==> src/rtl/dword_port.sv <==
module dword_port #(
  parameter int WORD_W   = 32,
  parameter int STB_W    = 8,
  parameter int OP_W     = 8,
  parameter logic [OP_W-1:0] OP_WRITE = 8'hB4,
  parameter logic [OP_W-1:0] OP_READ  = 8'hB5
) (
  input  logic              clk,
  input  logic              rst_n,
  input  logic              cmd_valid,
  input  logic [OP_W-1:0]   cmd_opcode,
  input  logic [STB_W-1:0]  cmd_imm,
  input  logic [WORD_W-1:0] cmd_wdata,
  output logic [WORD_W-1:0] rsp_rdata,
  output logic              rsp_done,
  output logic [WORD_W-1:0] dev_dout,
  input  logic [WORD_W-1:0] dev_din,
  output logic [STB_W-1:0]  dev_strobe
);

  typedef enum logic [1:0] {PH_IDLE, PH_SETUP, PH_FIRE} phase_t;

  phase_t           phase;
  logic [STB_W-1:0] imm_q;
  logic             acc_wr, acc_rd;

  assign acc_wr = cmd_valid && (phase == PH_IDLE) && (cmd_opcode == OP_WRITE);
  assign acc_rd = cmd_valid && (phase == PH_IDLE) && (cmd_opcode == OP_READ);

  always_ff @(posedge clk or negedge rst_n) begin
    if (!rst_n) begin
      phase      <= PH_IDLE;
      imm_q      <= '0;
      dev_dout   <= '0;
      rsp_rdata  <= '0;
      dev_strobe <= '0;
      rsp_done   <= 1'b0;
    end else begin
      dev_strobe <= '0;
      rsp_done   <= 1'b0;
      unique case (phase)
        PH_IDLE: begin
          if (acc_wr) begin
            dev_dout <= cmd_wdata;
            imm_q    <= cmd_imm;
            phase    <= PH_SETUP;
          end else if (acc_rd) begin
            rsp_rdata  <= dev_din;
            dev_strobe <= cmd_imm;
            phase      <= PH_FIRE;
          end
        end
        PH_SETUP: begin
          dev_strobe <= imm_q;
          phase      <= PH_FIRE;
        end
        PH_FIRE: begin
          rsp_done <= 1'b1;
          phase    <= PH_IDLE;
        end
        default: phase <= PH_IDLE;
      endcase
    end
  end

  assert_reset_quiet_R1: assert property (@(posedge clk)
    !rst_n |=> (dev_strobe == '0 && !rsp_done) || !rst_n);

  assert_out_stable_R2: assert property (@(posedge clk) disable iff (!rst_n)
    !acc_wr |=> $stable(dev_dout));

  assert_write_order_R3: assert property (@(posedge clk) disable iff (!rst_n)
    acc_wr |=> (dev_dout == $past(cmd_wdata) && dev_strobe == '0 && !rsp_done)
               ##1 (dev_strobe == $past(cmd_imm, 2) && !rsp_done) ##1 rsp_done);

  assert_read_order_R4: assert property (@(posedge clk) disable iff (!rst_n)
    acc_rd |=> (rsp_rdata == $past(dev_din) && dev_strobe == $past(cmd_imm) && !rsp_done)
               ##1 (rsp_done && dev_strobe == '0));

  assert_strobe_width_R5: assert property (@(posedge clk) disable iff (!rst_n)
    (dev_strobe != '0) |=> (dev_strobe == '0));

  assert_done_single_R3: assert property (@(posedge clk) disable iff (!rst_n)
    rsp_done |=> !rsp_done);

  assert_reject_opcode_R6: assert property (@(posedge clk) disable iff (!rst_n)
    (phase == PH_IDLE && !acc_wr && !acc_rd) |=>
      ($stable(rsp_rdata) && dev_strobe == '0 && !rsp_done));

endmodule

==> config.mk <==
export PLATFORM = sky130hd
export DESIGN_NAME = dword_port
export DESIGN_NICKNAME = d
export VERILOG_FILES = /design/src/rtl/dword_port.sv
export SDC_FILE = /design/constraint.sdc
export NUM_CORES = 1
export LEC_CHECK = 0
export ABC_CLOCK_PERIOD_IN_PS = 2950
export BUFFER_PORTS_ARGS = -buffer_cell sky130_fd_sc_hd__buf_2
export CORE_ASPECT_RATIO = 0.5
export CORE_MARGIN = 2
export CORE_UTILIZATION = 35
export DETAILED_ROUTE_END_ITERATION = 10
export HOLD_SLACK_MARGIN = 0.05
export SYNTH_ARGS = -nofsm -noshare
export SYNTH_HDL_FRONTEND = slang
export SYNTH_SLANG_ARGS = --single-unit
==> constraint.sdc <==
create_clock -name clk -period 2.95 [get_ports clk]
set_input_delay 0.4425 -clock clk [delete_from_list [all_inputs] [get_ports clk]]
set_output_delay 0.4425 -clock clk [all_outputs]
set_load 0.01 [all_outputs]
Yosys cells after proc, flatten, opt, wreduce, memory -nomap -nowiden
Cells that the tools add are included.
W data, S select, Z words.
- register bits after elaboration: 83
- logic and storage cells: 25
- eq/ne operators: 5
- multiplexer cells: 7
- bitwise operators: 1
- reduce and logical (&&, ||, !) cells: 6
- operator list (operator ; number):
    $eq A8 B8 Y1 const B ; 2
    $mux W8 ; 2
    $pmux W8 S2 ; 1
    $mux W2 ; 2
    $pmux W2 S2 ; 1
    $logic_and A1 B1 Y1 ; 3
    $ne A3 B3 Y1 const B ; 1
    $reduce_and A3 Y1 ; 1
    $eq A2 B1 Y1 const B ; 1
    $eq A2 B2 Y1 const B ; 1
    $logic_not A2 Y1 ; 1
    $reduce_and A2 Y1 ; 1
    $mux W1 ; 1
    $not A1 Y1 ; 1

Logic depth before layout (Yosys ltp)
- word-level depth: 6
- mapped depth: 4
- depth with buffers taken out: 3

Worst setup path before layout
Ideal clock, no wire load.
- path type: input port to flip-flop
- start point: input port cmd_opcode[1]
- end point: register rsp_rdata[0]
- setup time: 0.125 ns
- arrival time: 1.743 ns
- path slack: 1.082 ns
- stages on the path: 4
- path buffers: 1
- cells stage by stage: or3_4 nor4_4 buf_6 mux2_2
- longest elaborated chain between the ends: 4
- elaborated cells between the ends (all ways): 6
- those cells by class: eq/ne: 2; bitwise: 1; reduce/logical: 3
- RTL lines (item ; line ; RTL):
    from (decl) ; 11 ; input logic [OP_W-1:0] cmd_opcode,
    $eq A8 B8 Y1 ; 27 ; assign acc_wr = cmd_valid && (phase == PH_IDLE) && (cmd_opcode == OP_WRITE);
    $logic_and A1 B1 Y1 ; 27 ;
    $not A1 Y1 (no line) ; -- ;
    $reduce_and A3 Y1 (no line) * ; -- ;
    to (signal assigned) ; 48 ; rsp_rdata <= dev_din;
    to (decl) ; 14 ; output logic [WORD_W-1:0] rsp_rdata,
Mark *: on every way between the ends. The rest lies on a longest branch, timed or not.
A chain may end at the register's enable or synchronous reset.

Worst setup path after layout
- start point: register phase[1]
- end point: register dev_dout[27]
- longest elaborated chain between the ends: 4
- RTL lines (item ; line ; RTL):
    from (decl) ; 23 ; phase_t phase;
    from (signal assigned) ; 32 ; phase <= PH_IDLE;
    from (signal assigned) ; 46 ; phase <= PH_SETUP;
    from (signal assigned) ; 50 ; phase <= PH_FIRE;
    $logic_not A2 Y1 * ; 27, 41 ;
    $logic_and A1 B1 Y1 (2 in series) ; 27 ;
    $reduce_and A2 Y1 (no line) * ; -- ;
    to (signal assigned) ; 44 ; dev_dout <= cmd_wdata;
    to (decl) ; 16 ; output logic [WORD_W-1:0] dev_dout,
Marks and branches as above.

==> out/qor.txt <==
Worst VDD drop: 0.324 mV
post-route minimum period: 2.16 ns
number of enable-type register cells in the synthesized netlist: 0
Mapped Avg Cell Area: 17.1 µm²
Max Clock Skew: 0.00473 ns
WL final: 7080 µm
Post-DRT Antenna Nets: 0
Sink Count: 83
maximum number of pins on one net before global-route repair: 84
maximum net fanout on the critical path: 40
TritonCTS clock tree: built
net count after synthesis: 267
Critical Path Source Type: flip-flop
post-synthesis cell count: 184
primary flip-flop cell chosen by synthesis mapping: dfrtp_1
maximum buffer depth of the clock tree: 2
global-route usage over all layers: 15.1%
CTS H-tree lvls: 3
count of different cell masters after synthesis: 17
area grow syn2layout: 37.9%
mean routed wirelength per cell: 15.2 µm
Overflow after GRT: 0
Setup CP Type: flip-flop to flip-flop
Cell Rows: 24
areal power density over the cells: 597 nW/µm²
unrepaired setup endpoints after global routing: false
share of final-layout standard cells stronger than drive strength 1: 69.6%
tightest slew margin relative to the limit: 31.2%
average vias per placed instance: 4.45
number of slew-limit violations in the final report: 0
number of DRC markers in iteration 0: 107
final weighted congestion of routability-driven global placement: 0.773
cell taking the most area after synthesis: dfrtp_1
area of the core: 8740 µm²
Ant. Diodes: 0
classification of the worst-slack hold path: primary input to asynchronous set/reset pin
Seq cells post-synth: 83
Lkg Pwr: 0.00250 µW
global-route wire length before repair: 11500 µm
Max stage delay cell, worst path: buf_4
fraction of the cycle the final worst path needs: 73.2%
total of fill cells in the finished design: 775
setup violation total in the final timing report: 0
required time worst endpoint: 3.16 ns
total standard cell area after synthesis: 3160 µm²
Initial Utilization: 36.1%
Core Util, Final: 49.8%
HPWL reported at the end of detailed placement: 5180 µm
Initial DRT Pass Iterations: 2
run status: completed
vias post-DR: 2075
slew at the pin with the worst max-slew slack: 1.03 ns
number of nets in the final layout: 427
clock latency on the worst-skew pair: 0.32 ns
antenna violations before repair: 0
post-route setup TNS: 0 ns
number of placed I/O pins: 156
part of the Yosys area used for sequential elements: 65.8%
share of Yosys cell area claimed by the top area cell type: 65.8%
total DRC errors in the routed layout: 0
critical path's largest stage delay: 0.50 ns
full die area: 9840 µm²
maxcap violations: 0
yosys warns: 0
# resized after CTS: 0
number of buffers inserted to repair setup after CTS: 0
crit path DAT: 2.37 ns
number of buffers inserted by port buffering: 155
kind of end point of the critical path: flip-flop
async set-or-reset flop fraction in the synthesized netlist: 100%
maximum clock frequency: 463 MHz
most area-consuming cells after synthesis: dfrtp_1 (66%), mux2_2 (23%), mux2_1 (2.9%), a22o_1 (2.2%), buf_6 (1.4%)
via count of the first global-routing pass: 2324
Vert. Die Dim: 71.1 µm
Clock Pin Slew Worst Setup and Hold Paths: 0.06 ns
Post-CTS Hold Fix Bufs: 0
worst path cell trace: or3_4 -> nor4_4 -> buf_4 -> mux2_2
list of most frequent post-synthesis cells: dfrtp_1 (83), mux2_2 (64), a22o_1 (8), mux2_1 (8)
buffer cell driving the clock tree root: clkbuf_16
Num CTS Buffers: 9
most used standard cell by instance count after synthesis: dfrtp_1
Die X-Extent: 138 µm
hold violation total from the final report: 0
-- cell families (layout without fill, tap and decap cells) --
| kind of cell | count (synthesis) | after routing | synth area share (%) |
|---|---|---|---|
| compound gates | 8 | 8 | 2.22 |
| buf+inv | 9 | 174 | 2.50 |
| flops | 83 | 83 | 65.8 |
| mux | 72 | 72 | 25.7 |
| simple gates | 12 | 12 | 3.77 |
-- metrics by stage --
stage,cells,area (µm²),total power (µW),setup WS [ns],hold WS (ns)
after CTS,466,4350,2650,0.760,0.293
after global placement,450,4020,1420,0.768,0.448
after floorplan,184,3160,1300,1.08,0.147
after detailed placement,450,4020,1430,0.655,0.441
after global routing,466,4350,2720,0.679,0.299
final,466,4350,2600,0.791,0.290
-- cell type report --
cell class / count / area [µm²] / share of cell area (%)
Sequential cell: 83 / 2080 / 47.7
Clock inverter: 5 / 75.1 / 1.73
Multi-Input combinational cell: 92 / 1000 / 23.0
Timing Repair Buffer: 158 / 801 / 18.4
Clock buffer: 11 / 253 / 5.81
Tap cell: 117 / 146 / 3.36
-- critical path, delay by kind of cell, from the launching register on --
kind	cells	cell delay, ns
flip-flops	1	0.41
AND/OR/NAND/NOR	2	0.69
multiplexers	1	0.41
buffers and inverters	1	0.50
-- registers in the layout (all words and copies together) (netlist names) --
name / count
dev_dout: 32
rsp_rdata: 32
dev_strobe: 8
imm_q: 8
phase: 2
rsp_done: 1
-- report_power, final --
| group | total, µW | switching, µW | internal, µW |
|---|---|---|---|
| registers | 1210 | 22.2 | 1190 |
| logic | 196 | 93.3 | 103 |
| clock network | 1190 | 412 | 782 |
| total | 2600 | 527 | 2070 |
-- worst paths after layout --
check / from / cells after the start / endpoint / slack, ns
max: phase[1]$_DFFE_PN0P_ / 4 / dev_dout[27]$_DFFE_PN0P_ / 0.79
min: rst_n / 1 / dev_strobe[7]$_DFF_PN0_ / 0.29
max reg2reg: phase[1]$_DFFE_PN0P_ / 4 / dev_dout[27]$_DFFE_PN0P_ / 0.79
min reg2reg: phase[0]$_DFFE_PN0P_ / 1 / rsp_done$_DFF_PN0_ / 0.45
max in group asynchronous: rst_n / 1 / dev_dout[14]$_DFFE_PN0P_ / 1.98
min in group clk: cmd_opcode[6] / 2 / phase[0]$_DFFE_PN0P_ / 0.31
-- layout by cell type (no fill, tap or decap) --
| cell type | synthesis | layout |
|---|---|---|
| nand4bb_1 | 1 | 1 |
| a22o_1 | 8 | 8 |
| clkinv_2 | 0 | 3 |
| clkbuf_8 | 0 | 2 |
| nor2b_1 | 2 | 2 |
| clkbuf_16 | 0 | 9 |
| nor4_4 | 2 | 2 |
| dfrtp_1 | 83 | 83 |
| nand2b_1 | 1 | 1 |
| bufinv_16 | 0 | 2 |
| mux2_1 | 8 | 8 |
| or3b_2 | 1 | 1 |
| nor3_1 | 1 | 1 |
| buf_2 | 0 | 154 |
| or3_4 | 1 | 1 |
| nor4bb_1 | 1 | 1 |
| or2_2 | 1 | 1 |
| nand3_1 | 1 | 1 |
| buf_4 | 4 | 4 |
| mux2_2 | 64 | 64 |
-- layer usage --
layer,global-route usage (%),share of wire [%],vias to the layer above
li1,-,-,984
met1,15.4,39,1031
met2,28.7,55,52
met3,5.62,4.6,8
met4,5.67,1.4,0
met5,0,0,-
No activity file was read; power rests on OpenSTA's default activity.
